**src/rtl/ctxctl_pkg.sv**
```systemverilog
package ctxctl_pkg;

    localparam int unsigned REG_W    = 32;
    localparam int unsigned RUN_BIT  = 15;
    localparam int unsigned WAKE_BIT = 12;
    localparam int unsigned DEAD_BIT = 11;
    localparam int unsigned ACT_BIT  = 10;
    localparam int unsigned BETA_BIT = 9;
    localparam int unsigned SPD_LSB  = 5;
    localparam int unsigned SPD_W    = 3;
    localparam int unsigned EVT_LSB  = 0;
    localparam int unsigned EVT_W    = 5;

    // Bits that must read as zero
    localparam logic [REG_W-1:0] RSVD_MASK = 32'hFFFF_6100;

    typedef enum logic [1:0] {
        CTX_STOPPED = 2'd0,
        CTX_RUNNING = 2'd1,
        CTX_DEAD    = 2'd2
    } ctx_state_e;

    typedef struct packed {
        logic             beta;
        logic [SPD_W-1:0] spd;
        logic [EVT_W-1:0] evt;
    } ctx_stat_t;

    function automatic logic [REG_W-1:0] pack_ctx(
        input logic      run,
        input logic      wake,
        input logic      dead,
        input logic      act,
        input ctx_stat_t st
    );
        logic [REG_W-1:0] r;
        r                     = '0;
        r[RUN_BIT]            = run;
        r[WAKE_BIT]           = wake;
        r[DEAD_BIT]           = dead;
        r[ACT_BIT]            = act;
        r[BETA_BIT]           = st.beta;
        r[SPD_LSB +: SPD_W]   = st.spd;
        r[EVT_LSB +: EVT_W]   = st.evt;
        return r;
    endfunction

endpackage

```
**src/rtl/ctx_addr_decode.sv**
```systemverilog
module ctx_addr_decode #(
    parameter int unsigned ADDR_W     = 12,
    parameter int unsigned NUM_CTX    = 4,
    parameter int unsigned BASE_OFS   = 32'h180,
    parameter int unsigned CTX_STRIDE = 32'h20,
    parameter int unsigned CLR_OFS    = 4,
    parameter int unsigned IDX_W      = 2
) (
    input  logic              bus_wr,
    input  logic [ADDR_W-1:0] bus_addr,
    output logic [NUM_CTX-1:0] set_wr,
    output logic [NUM_CTX-1:0] clr_wr,
    output logic              rd_hit,
    output logic [IDX_W-1:0]  rd_idx
);

    logic [NUM_CTX-1:0] match_set;
    logic [NUM_CTX-1:0] match_clr;

    for (genvar g = 0; g < NUM_CTX; g++) begin : g_ctx_dec
        localparam logic [ADDR_W-1:0] SET_A = ADDR_W'(BASE_OFS + g * CTX_STRIDE);
        localparam logic [ADDR_W-1:0] CLR_A = ADDR_W'(BASE_OFS + g * CTX_STRIDE + CLR_OFS);
        assign match_set[g] = (bus_addr == SET_A);
        assign match_clr[g] = (bus_addr == CLR_A);
        assign set_wr[g]    = bus_wr & match_set[g];
        assign clr_wr[g]    = bus_wr & match_clr[g];
    end

    assign rd_hit = |(match_set | match_clr);

    always_comb begin
        rd_idx = '0;
        for (int i = 0; i < int'(NUM_CTX); i++) begin
            if (match_set[i] | match_clr[i]) begin
                rd_idx = IDX_W'(i);
            end
        end
    end

endmodule

```
**src/rtl/ctx_ctrl_reg.sv**
```systemverilog
module ctx_ctrl_reg
    import ctxctl_pkg::*;
(
    input  logic             clk,
    input  logic             rst_n,
    input  logic             set_wr,
    input  logic             clr_wr,
    input  logic             wd_run,
    input  logic             wd_wake,
    input  logic             fetch_stb,
    input  logic             fatal_stb,
    input  logic             hw_active,
    input  logic             stat_we,
    input  ctx_stat_t        stat_in,
    output logic [REG_W-1:0] reg_val,
    output logic             run,
    output logic             wake
);

    ctx_state_e state_q, state_d;
    logic       dead;
    logic       act_q;
    ctx_stat_t  stat_q;

    logic set_run, clr_run, set_wake;
    assign set_run  = set_wr & wd_run;
    assign clr_run  = clr_wr & wd_run;
    assign set_wake = set_wr & wd_wake;

    // State register
    always_ff @(posedge clk) begin
        if (!rst_n) state_q <= CTX_STOPPED;
        else        state_q <= state_d;
    end

    // Next-state logic
    always_comb begin
        state_d = state_q;
        unique case (state_q)
            CTX_STOPPED: if (set_run) state_d = CTX_RUNNING;
            CTX_RUNNING: begin
                if (clr_run)        state_d = CTX_STOPPED;
                else if (fatal_stb) state_d = CTX_DEAD;
            end
            CTX_DEAD:    if (clr_run) state_d = CTX_STOPPED;
            default:     state_d = CTX_STOPPED;
        endcase
    end

    // Outputs of the run/dead machine
    always_comb begin
        run  = 1'b0;
        dead = 1'b0;
        unique case (state_q)
            CTX_STOPPED: begin run = 1'b0; dead = 1'b0; end
            CTX_RUNNING: begin run = 1'b1; dead = 1'b0; end
            CTX_DEAD:    begin run = 1'b1; dead = 1'b1; end
            default:     begin run = 1'b0; dead = 1'b0; end
        endcase
    end

    // Wake: a set from software outranks the fetch clear
    always_ff @(posedge clk) begin
        if (!rst_n)         wake <= 1'b0;
        else if (set_wake)  wake <= 1'b1;
        else if (fetch_stb) wake <= 1'b0;
    end

    always_ff @(posedge clk) begin
        if (!rst_n) act_q <= 1'b0;
        else        act_q <= hw_active;
    end

    always_ff @(posedge clk) begin
        if (!rst_n)       stat_q <= '0;
        else if (stat_we) stat_q <= stat_in;
    end

    assign reg_val = pack_ctx(run, wake, dead, act_q, stat_q);

    assert_run_hold_R3: assert property (@(posedge clk) disable iff (!rst_n)
        (!set_run && !clr_run) |=> $stable(reg_val[RUN_BIT]));

    assert_clr_run_R5: assert property (@(posedge clk) disable iff (!rst_n)
        clr_run |=> (!reg_val[RUN_BIT] && !reg_val[DEAD_BIT]));

    assert_wake_set_R4: assert property (@(posedge clk) disable iff (!rst_n)
        set_wake |=> reg_val[WAKE_BIT]);

    assert_wake_fetch_R4: assert property (@(posedge clk) disable iff (!rst_n)
        (fetch_stb && !set_wake) |=> !reg_val[WAKE_BIT]);

    assert_fatal_stopped_R5: assert property (@(posedge clk) disable iff (!rst_n)
        (!reg_val[RUN_BIT] && !set_run) |=> !reg_val[DEAD_BIT]);

    assert_active_follow_R6: assert property (@(posedge clk) disable iff (!rst_n)
        rst_n |=> (reg_val[ACT_BIT] == $past(hw_active)));

    assert_stat_hold_R7: assert property (@(posedge clk) disable iff (!rst_n)
        !stat_we |=> $stable(reg_val[BETA_BIT:0]) || $past(hw_active) != $past(reg_val[ACT_BIT]) || 1'b1 == 1'b0 || $stable({reg_val[BETA_BIT], reg_val[SPD_LSB +: SPD_W], reg_val[EVT_LSB +: EVT_W]}));

endmodule

```
**src/rtl/ctx_read_port.sv**
```systemverilog
module ctx_read_port
    import ctxctl_pkg::*;
#(
    parameter int unsigned NUM_CTX = 4,
    parameter int unsigned IDX_W   = 2
) (
    input  logic                          clk,
    input  logic                          rst_n,
    input  logic                          rd_en,
    input  logic                          rd_hit,
    input  logic [IDX_W-1:0]              rd_idx,
    input  logic [NUM_CTX-1:0][REG_W-1:0] regs,
    output logic [REG_W-1:0]              rdata
);

    logic [REG_W-1:0] rdata_d;

    always_comb begin
        rdata_d = '0;
        if (rd_hit) rdata_d = regs[rd_idx];
    end

    always_ff @(posedge clk) begin
        if (!rst_n)     rdata <= '0;
        else if (rd_en) rdata <= rdata_d;
    end

    assert_unmapped_zero_R9: assert property (@(posedge clk) disable iff (!rst_n)
        (rd_en && !rd_hit) |=> (rdata == '0));

    assert_rdata_hold_R9: assert property (@(posedge clk) disable iff (!rst_n)
        !rd_en |=> $stable(rdata));

    assert_reserved_zero_R8: assert property (@(posedge clk) disable iff (!rst_n)
        rd_en |=> ((rdata & RSVD_MASK) == '0));

endmodule

```
**src/rtl/ctx_ctrl_bank.sv**
```systemverilog
module ctx_ctrl_bank
    import ctxctl_pkg::*;
#(
    parameter int unsigned ADDR_W     = 12,
    parameter int unsigned NUM_CTX    = 4,
    parameter int unsigned BASE_OFS   = 32'h180,
    parameter int unsigned CTX_STRIDE = 32'h20,
    parameter int unsigned CLR_OFS    = 4
) (
    input  logic                       clk,
    input  logic                       rst_n,
    input  logic                       bus_wr,
    input  logic                       bus_rd,
    input  logic [ADDR_W-1:0]          bus_addr,
    input  logic [REG_W-1:0]           bus_wdata,
    output logic [REG_W-1:0]           bus_rdata,
    input  logic [NUM_CTX-1:0]         fetch_stb,
    input  logic [NUM_CTX-1:0]         fatal_stb,
    input  logic [NUM_CTX-1:0]         hw_active,
    input  logic [NUM_CTX-1:0]         stat_we,
    input  logic [NUM_CTX-1:0]         stat_beta,
    input  logic [NUM_CTX*SPD_W-1:0]   stat_spd,
    input  logic [NUM_CTX*EVT_W-1:0]   stat_evt,
    output logic [NUM_CTX-1:0]         ctx_run,
    output logic [NUM_CTX-1:0]         ctx_wake
);

    localparam int unsigned IDX_W = (NUM_CTX > 1) ? $clog2(NUM_CTX) : 1;

    logic [NUM_CTX-1:0]            set_wr, clr_wr;
    logic                          rd_hit;
    logic [IDX_W-1:0]              rd_idx;
    logic [NUM_CTX-1:0][REG_W-1:0] regs;

    ctx_addr_decode #(
        .ADDR_W    (ADDR_W),
        .NUM_CTX   (NUM_CTX),
        .BASE_OFS  (BASE_OFS),
        .CTX_STRIDE(CTX_STRIDE),
        .CLR_OFS   (CLR_OFS),
        .IDX_W     (IDX_W)
    ) i_dec (
        .bus_wr  (bus_wr),
        .bus_addr(bus_addr),
        .set_wr  (set_wr),
        .clr_wr  (clr_wr),
        .rd_hit  (rd_hit),
        .rd_idx  (rd_idx)
    );

    for (genvar g = 0; g < NUM_CTX; g++) begin : g_ctx
        ctx_stat_t st;
        assign st.beta = stat_beta[g];
        assign st.spd  = stat_spd[g*SPD_W +: SPD_W];
        assign st.evt  = stat_evt[g*EVT_W +: EVT_W];

        ctx_ctrl_reg i_reg (
            .clk      (clk),
            .rst_n    (rst_n),
            .set_wr   (set_wr[g]),
            .clr_wr   (clr_wr[g]),
            .wd_run   (bus_wdata[RUN_BIT]),
            .wd_wake  (bus_wdata[WAKE_BIT]),
            .fetch_stb(fetch_stb[g]),
            .fatal_stb(fatal_stb[g]),
            .hw_active(hw_active[g]),
            .stat_we  (stat_we[g]),
            .stat_in  (st),
            .reg_val  (regs[g]),
            .run      (ctx_run[g]),
            .wake     (ctx_wake[g])
        );
    end

    ctx_read_port #(
        .NUM_CTX(NUM_CTX),
        .IDX_W  (IDX_W)
    ) i_rd (
        .clk   (clk),
        .rst_n (rst_n),
        .rd_en (bus_rd),
        .rd_hit(rd_hit),
        .rd_idx(rd_idx),
        .regs  (regs),
        .rdata (bus_rdata)
    );

endmodule

```
**config.mk**
```make
export PLATFORM = sky130hd
export DESIGN_NAME = ctx_ctrl_bank
export DESIGN_NICKNAME = d
export VERILOG_FILES = /design/src/rtl/ctxctl_pkg.sv /design/src/rtl/ctx_addr_decode.sv /design/src/rtl/ctx_ctrl_reg.sv /design/src/rtl/ctx_read_port.sv /design/src/rtl/ctx_ctrl_bank.sv
export SDC_FILE = /design/constraint.sdc
export NUM_CORES = 1
export LEC_CHECK = 0
export BUFFER_PORTS_ARGS = -buffer_cell sky130_fd_sc_hd__buf_2
export CORE_UTILIZATION = 40
export DETAILED_ROUTE_END_ITERATION = 10
export PLACE_DENSITY = 0.68
export REMOVE_ABC_BUFFERS = 1
export SLEW_MARGIN = 10
export SYNTH_ARGS = -nofsm -noshare
export SYNTH_HDL_FRONTEND = slang
export SYNTH_SLANG_ARGS = --single-unit
export TNS_END_PERCENT = 20
```
**constraint.sdc**
```tcl
create_clock -name clk -period 2.45 [get_ports clk]
set_input_delay 0.245 -clock clk [delete_from_list [all_inputs] [get_ports clk]]
set_output_delay 0.245 -clock clk [all_outputs]
set_load 0.005 [all_outputs]
```
* Word level (Yosys, flattened, before mapping)
Index checks and enable logic that the tools add are counted.
Widths: inputs -> output; s select.
** Word-level totals
- Output and inout port bits :: 40
- Input bits :: 100
- Logic and storage cells :: 137
- Register bits :: 84
** Operators by class
- Reductions and logical operators :: 17
- Equal/unequal tests :: 28
- Bitwise logic cells :: 24
- Order comparisons :: 1
- Muxes and demuxes :: 42
** Operators with widths (number)
- $eq 12x9->1 const B :: 8
- $bmux 32 s2 :: 1
- $mux 32 :: 2
- $mux 2 :: 18
- $pmux 2 s3 :: 4
- $and 1x1->1 :: 20
- $mux 1 :: 17
- $ne 2x1->1 const B :: 8
- $ne 3x2->1 const B :: 4
- $reduce_and 3->1 :: 4
- $eq 2x1->1 const B :: 4
- $eq 2x2->1 const B :: 4
- $logic_not 2->1 :: 4
- $reduce_bool 2->1 :: 4
- $reduce_or 2->1 :: 4
- $or 4x4->4 :: 1
- $reduce_or 4->1 :: 1
- $lt 2x3->1 const B :: 1
- $or 1x1->1 :: 3

* Logic depth before layout (Yosys ltp)
Gate-level depths: netlist (run 1).
- Depth after elaboration :: 8
- Mapped depth :: 7
- Depth with buffers taken out :: 6

* By module
A second synthesis (run 1) with hierarchy kept.
** Unflattened totals
- Cell total of the unflattened synthesis :: 514
- Area total of the unflattened synthesis :: 5132.4 sq um
** By module, submodules not included
- ctx_ctrl_reg :: cells an instance 77, times used 4, area each 739.5 sq um
- ctx_read_port :: cells an instance 180, times used 1, area each 1908.1 sq um
- ctx_addr_decode :: cells an instance 26, times used 1, area each 266.5 sq um

* Worst setup path after synthesis (run 1)
No wires, ideal clock.
- Path type :: input-to-reg
- Start point :: input bus_addr[4]
- End point :: register g_ctx[0].i_reg.state_q[1]
- Data arrival time :: 1.398 ns
- Stages :: 5
- Path slack :: 0.935 ns
- Path through :: nor4bb_1 > buf_2 > nand4_4 > o311a_1 > a32o_1
** Between the ends
- Longest elaborated chain between the ends :: 5
- Elaborated cells on any way between the ends :: 12
- Those cells by class :: eq/ne (5); mux (2); bitwise (4); reduce/logical (1)
** RTL lines
- start: declaration :: line ctx_ctrl_bank.sv:14 : input logic [ADDR_W-1:0] bus_addr,
- $eq 12x9->1 (on tied branches) :: line ctx_addr_decode.sv:24, ctx_addr_decode.sv:23
- $and 1x1->1 (on tied branches) :: line ctx_addr_decode.sv:26, ctx_addr_decode.sv:25
- $and 1x1->1 (on tied branches) :: line ctx_ctrl_reg.sv:27, ctx_ctrl_reg.sv:26
- $ne 3x2->1 (no line), or another cell as far along
- $reduce_and 3->1 (no line) / $pmux 2 s3 (equally long branches)
- end signal: assignment :: line ctx_ctrl_reg.sv:33 : else state_q <= state_d;
- end: declaration :: line ctx_ctrl_reg.sv:20 : ctx_state_e state_q, state_d;
Parallel ways exist; a longest one is shown, timed or not.
A chain may end at the register's enable or synchronous reset.

* Final worst setup path (run 1)
- Start point :: register g_ctx[0].i_reg.state_q[1]
- End point :: register g_ctx[0].i_reg.state_q[1]
** Between the ends
- Longest elaborated chain between the ends :: 3
- Elaborated cells on any way between the ends :: 8
- Those cells by class :: eq/ne (5); mux (1); reduce/logical (2)
** RTL lines
- $eq 2x1->1, or another cell as far along :: line ctx_ctrl_reg.sv:39 : unique case (state_q)
- $ne 3x2->1 (no line) / $ne 2x1->1 (equally long branches)
- $reduce_and 3->1 (no line)
Parallel ways exist; a longest one is shown, timed or not.

==> results of run 1 <==
## per-layer routing
| metal | share of wire, % | vias up |
|---|---|---|
| met3 | 4.4 | 12 |
| li1 | - | 1308 |
| met1 | 45 | 1267 |
| met2 | 49 | 69 |
| met5 | 0 | - |
| met4 | 1.7 | 0 |
## state kept, by name, indices dropped and copies added (netlist names)
register	cells
g_ctx.i_reg.state_q	8
g_ctx.i_reg.wake	4
i_rd.rdata	13
g_ctx.i_reg.reg_val	36
g_ctx.i_reg.act_q	4
## cells by family after synthesis
logic type	share of synthesized area [%]
flip-flops	37.3
adder cells (fa/ha/maj)	4.30
buffers and inverters	9.86
AO/OA/AOI/OAI	8.89
other	0.107
AND/OR/NAND/NOR	20.5
multiplexers	19.0
## power by group through the flow
stage	clock network (uW)	logic [uW]	registers, uW
floorplan	0	124	1130
global placement	0	243	1140
detailed placement	0	249	1140
CTS	896	250	1110
global route	939	275	1120
finish	870	247	1110
## synthesized netlist by cell type (4+ instances only)
cell type and n:
ha_1 12, dfxtp_1 65, a21boi_0 13, nor2b_1 40, nand3_1 15, mux4_2 13, buf_2 5, or3_1 4
mux2i_1 37, nand4_1 6, clkbuf_1 14, nor2_1 4, nand2b_1 13, nand2_1 7, and2_1 8, buf_4 28
inv_1 15
## metrics by stage
| step | power [uW] | cell area, um^2 | hold WS (ns) | setup slack, ns |
|---|---|---|---|---|
| floorplan | 1250 | 3270 | 0.363 | 0.298 |
| CTS | 2260 | 4070 | 0.111 | 0.869 |
| detailed placement | 1390 | 3880 | 0.456 | 0.539 |
| global placement | 1380 | 3880 | 0.453 | 0.568 |
| global route | 2330 | 4070 | 0.125 | 0.786 |
| finish | 2230 | 4070 | 0.128 | 0.872 |
## final timing paths
check | to | slack, ns | depth (start not counted)
worst max register to register | g_ctx[0].i_reg.state_q[1]$_SDFFE_PN0P_ | 0.87 | 6
worst max-delay path | g_ctx[0].i_reg.state_q[1]$_SDFFE_PN0P_ | 0.87 | 6
worst min register to register | i_rd.rdata[6]$_SDFFE_PN0P_ | 0.47 | 2
worst min-delay path | g_ctx[3].i_reg.act_q$_SDFF_PN0_ | 0.13 | 2
## critical path: cells and delay by family (launching register included)
kind	cells	cell delay [ns]
DFF	1	0.35
adders and majority gates	1	0.19
AOI/OAI and AO/OA	2	0.38
buffers and inverters	1	0.07
and+or+nand+nor	2	0.47
## final cells by class
cell class	instances	area, um^2	area share, %
tap	105	131	3.23
clock buffer	11	141	3.48
sequential	65	1300	32.0
clock inverter	3	42.5	1.05
inverter	15	56.3	1.39
multi-input combinational	234	1910	47.0
timing repair buffer	94	480	11.8
==> metrics.md, run 1 <==
| Metric | Value |
|---|---|
| Post-synthesis async set-or-reset flop share | `0%` |
| Top cell type's share of synthesized area | `37.3%` |
| Die Y | `95.4 um` |
| Die Area | `9100 um^2` |
| Post CTS Setup Buffer Count | `0` |
| Sw Share | `23.3%` |
| Rel. slew slack | `49.6%` |
| Sw power | `520 uW` |
| # rows | `33` |
| Slew Viols, Final | `0` |
| Main synth FF type | `dfxtp_1` |
| Hold_buf cts | `0` |
| Sequential cell area fraction in the yosys report | `37.3%` |
| Cell with the largest stage delay on the worst path | `dfxtp_1` |
| Register bit total from synthesis | `65` |
| Clk network pwr share | `39.0%` |
| Critical path startpoint category | `flip-flop` |
| Initial antenna violation count | `0` |
| Fillers | `807` |
| DRT iter0 DRCs | `102` |
| Fmax | `0.634 GHz` |
| Post-placement cell count | `513` |
| Global Route met2 Usage | `29.8%` |
| VDD IR max | `0.258 mV` |
| Filler-free cell count of the finished design | `527` |
| Grt ovf | `0` |
| CP max stage delay | `0.35 ns` |
| Area growth syn-to-layout | `16.5%` |
| Final core utilization | `48.7%` |
| HP Start | `hw_active[3]` |
| Setup TNS | `0 ns` |
| I/O pin count | `140` |
| Final setup violation count | `0` |
| Slew of the pin with the lowest slew margin | `0.756 ns` |
| CTS tree | `done` |
| Hold Crit Class | `input pin to flip-flop` |
| Unrepaired setup endpoints after global routing | `no` |
| Hpwl dp | `5600 um` |
| Crit path launch | `g_ctx[0].i_reg.state_q[1]$_SDFFE_PN0P_` |
| YS warnings | `0` |
| Layout net count | `531` |
| Via Count | `2,656` |
| M3 GR Usage | `2.63%` |
| Crit end category | `flip-flop` |
| GRT Total Usage | `17.9%` |
| CTS sink count | `65` |
| Initial Util | `41.8%` |
| Largest cells by area after synthesis | `dfxtp_1 (37%), mux2i_1 (11%), mux4_2 (8.4%), nor2b_1 (7.2%), buf_4 (6.0%)` |
| Routed WL | `7630 um` |
| Pin count of the biggest net entering global routing | `46` |
| Share of cells above drive strength 1 | `29.6%` |
| R2R Path Start | `g_ctx[0].i_reg.state_q[1]$_SDFFE_PN0P_` |
| Distinct cells, synth | `43` |
| Vias in the first global route | `2,538` |
| Worst EP arrival | `1.80 ns` |
| Clk slew on worst S/H paths | `0.07 ns` |
| Most frequent cells in the layout | `buf_2 (90), dfxtp_1 (65), nor2b_1 (40)` |
| GP Congestion | `0.778` |
| Synth Cell Area | `3490 um^2` |
| Cells after Synth | `343` |
| Max clock buf depth | `2` |
| Commonest non-fill, non-tap cell in the layout | `buf_2` |
| DR pass1 iterations | `4` |
| Post-synth EDFFs | `0` |
| Clock latency on the worst-skew pair | `0.33 ns` |
| N_diodes | `0` |
| Setup Skew | `0.00713 ns` |
| Wirelength per Cell | `14.5 um` |
| Crit path time final | `1.58 ns` |
| Final Hold Fails | `0` |
| Logic pwr share | `11.1%` |
| # Max-Cap Violations | `0` |
| Busiest grt layer | `met2` |
| Port Buffers | `90` |
| Remaining antenna violation count | `0` |
| CP Class | `flip-flop to flip-flop` |
| Routing usage on met1 | `22.8%` |
| Worst EP required | `2.67 ns` |
| Final worst path period share | `64.4%` |
| Clk root buf | `clkbuf_8` |
| Global-route wire length before repair | `12,500 um` |
| Maximum net fanout on the critical path | `3` |
| Post-route DRC | `0` |
| Top cell type by total area after synthesis | `dfxtp_1` |
| Run status | `completed` |
| P_int | `1710 uW` |
| PD cells | `549 nW/um^2` |
| Core area | `8340 um^2` |
| Crit-path cells | `inv_1, ha_1, nor2b_1, or3_1, o311a_1, a32o_1` |
| Die width | `95.4 um` |
| Via-per-instance ratio | `5.04` |
| Post-CTS sizing | `0` |
| Leak | `0.00183 uW` |
| Reg power frac | `49.9%` |
| Avg Inst Size Synth | `10.2 um^2` |
| H-tree depth | `3` |
| Total CTS buffers | `9` |
No activity file was read; power rests on OpenSTA's default activity.
==> run 2: changes to the inputs <==
PLACE_DENSITY = 0.71   (was 0.68)
clock period = 1.35 ns   (was 2.45 ns; I/O delays follow)
==> metrics.md, run 2 (same netlist as run 1, synthesis figures left out) <==
| Metric | Value |
|---|---|
| Run status | `finished with violations` |
| Failing checks | `negative setup slack` |
| Clock latency on the worst-skew pair | `0.35 ns` |
| Hpwl dp | `6210 um` |
| CP Class | `flip-flop to flip-flop` |
| Routed WL | `8390 um` |
| VDD IR max | `0.552 mV` |
| N_diodes | `0` |
| I/O pin count | `140` |
| Commonest non-fill, non-tap cell in the layout | `buf_2` |
| Filler-free cell count of the finished design | `575` |
| Final setup violation count | `9` |
| Initial antenna violation count | `0` |
| Reg power frac | `47.8%` |
| DRT iter0 DRCs | `91` |
| Core area | `8340 um^2` |
| Layout net count | `577` |
| Wirelength per Cell | `14.6 um` |
| Initial Util | `41.8%` |
| Worst EP arrival | `1.74 ns` |
| Total CTS buffers | `9` |
| Sw power | `1090 uW` |
| H-tree depth | `3` |
| # rows | `33` |
| Setup Skew | `0.00746 ns` |
| Die width | `95.4 um` |
| Leak | `0.00209 uW` |
| Die Y | `95.4 um` |
| Maximum net fanout on the critical path | `3` |
| Vias in the first global route | `2,817` |
| GRT Total Usage | `19.5%` |
| Area growth syn-to-layout | `32.1%` |
| Logic pwr share | `12.1%` |
| Grt ovf | `0` |
| Remaining antenna violation count | `0` |
| Share of cells above drive strength 1 | `43.2%` |
| Via Count | `2,823` |
| Global-route wire length before repair | `13,400 um` |
| Post-placement cell count | `553` |
| Worst EP required | `1.59 ns` |
| Clk network pwr share | `40.2%` |
| Crit end category | `flip-flop` |
| Crit path time final | `1.50 ns` |
| Max clock buf depth | `2` |
| Final core utilization | `55.3%` |
| Fin area | `4610 um^2` |
| Via-per-instance ratio | `4.91` |
| Most frequent cells in the layout | `buf_2 (90), dfxtp_1 (58), buf_4 (45)` |
| P_int | `3130 uW` |
| Clk slew on worst S/H paths | `0.08 ns` |
| DR pass1 iterations | `4` |
| Max reg flops | `36` |
| Final worst path period share | `111%` |
| WHS | `0.00567 ns` |
| Dpl cell area | `4180 um^2` |
| Hold Crit Class | `input pin to flip-flop` |
| Unrepaired setup endpoints after global routing | `yes` |
| Crit-path cells | `inv_2, ha_4, nor2b_4, or3_4, o311a_1, a32o_1` |
| CTS tree | `done` |
| CTS sink count | `65` |
| Fillers | `762` |
| Sw Share | `25.8%` |
| Die Area | `9100 um^2` |
| Post-route DRC | `0` |
| Port Buffers | `90` |
| PD cells | `916 nW/um^2` |
| CP max stage delay | `0.38 ns` |
| Final Hold Fails | `0` |
| Clk root buf | `clkbuf_8` |
| # Max-Cap Violations | `0` |
| Critical path startpoint category | `flip-flop` |
| GP Congestion | `0.840` |
| Fmax | `0.667 GHz` |
| Tot Pwr | `4220 uW` |
| Pin count of the biggest net entering global routing | `27` |
| Cell with the largest stage delay on the worst path | `or3_4` |
| Slew Viols, Final | `0` |
| Fin worst setup slack | `-0.149 ns` |
[run 2: changes by cell type in the layout (fill, tap and decap cells not counted), moves of 4 or more]
cell	before	now
a21boi_0	13	9
ha_1	12	1
inv_1	15	9
dfxtp_2	0	6
dfxtp_1	65	58
ha_4	0	8
buf_4	4	45
a21boi_1	2	6
inv_2	0	6
[run 2: routing by layer]
layer	GRT usage, %	share of wire, %	vias to the layer above
li1	-	-	1409
met1	22.9	44	1334
met2	34.9	50	63
met3	2.15	3.1	17
met4	10.3	2.9	0
met5	0	0	-
[run 2: area by class of cell]
| cell class | instances | area, um^2 | share of cell area, % |
|---|---|---|---|
| Clock buffer | 9 | 124 | 2.69 |
| Inverter | 15 | 56.3 | 1.22 |
| Clock inverter | 7 | 77.6 | 1.68 |
| Sequential cell | 65 | 1310 | 28.5 |
| Tap cell | 105 | 131 | 2.85 |
| Multi-Input combinational cell | 234 | 2070 | 44.8 |
| Timing Repair Buffer | 140 | 841 | 18.2 |
[run 2: worst paths after layout]
| path | from | to | slack [ns] | cells past startpoint |
|---|---|---|---|---|
| min reg2reg | i_rd.rdata[2]$_SDFFE_PN0P_ | i_rd.rdata[2]$_SDFFE_PN0P_ | 0.47 | 2 |
| max reg2reg | g_ctx[0].i_reg.state_q[1]$_SDFFE_PN0P_ | g_ctx[0].i_reg.state_q[1]$_SDFFE_PN0P_ | -0.15 | 6 |
| max | g_ctx[0].i_reg.state_q[1]$_SDFFE_PN0P_ | g_ctx[0].i_reg.state_q[1]$_SDFFE_PN0P_ | -0.15 | 6 |
| min | hw_active[2] | g_ctx[2].i_reg.act_q$_SDFF_PN0_ | 0.006 | 2 |
[run 2: power groups by stage]
stage          clock network (uW)  logic (uW)  registers (uW)
2_1_floorplan                   0         226            2050
3_3_place_gp                    0         486            2060
3_5_place_dp                    0         499            2060
4_1_cts                      1720         509            2020
5_1_grt                      1820         558            2020
6_report                     1700         509            2020
[run 2: worst max-delay path: cells and delay by family, from the launching register on]
family          cells  cell delay, ns
flops               1            0.34
compound gates      2            0.35
fa+ha+maj           1            0.15
simple gates        2            0.51
buf+inv             1            0.05
[run 2: per-stage QoR]
step / TNS (ns) / worst slack, ns
floorplan: -11.24 / -0.692
global placement: -2.33 / -0.175
detailed placement: -3.02 / -0.213
CTS: -0.917 / -0.141
global route: -1.33 / -0.210
finish: -0.797 / -0.149
[run 2: timing repair]
item | 4_1_cts | 5_1_grt
pin swaps | 5 | 3
hold buffers | 3 | 0
setup endpoints to repair | 12 | 13
endpoints found under the hold margin | 3 | 0
resized for setup | 29 | 16
buffers inserted | 3 | 0
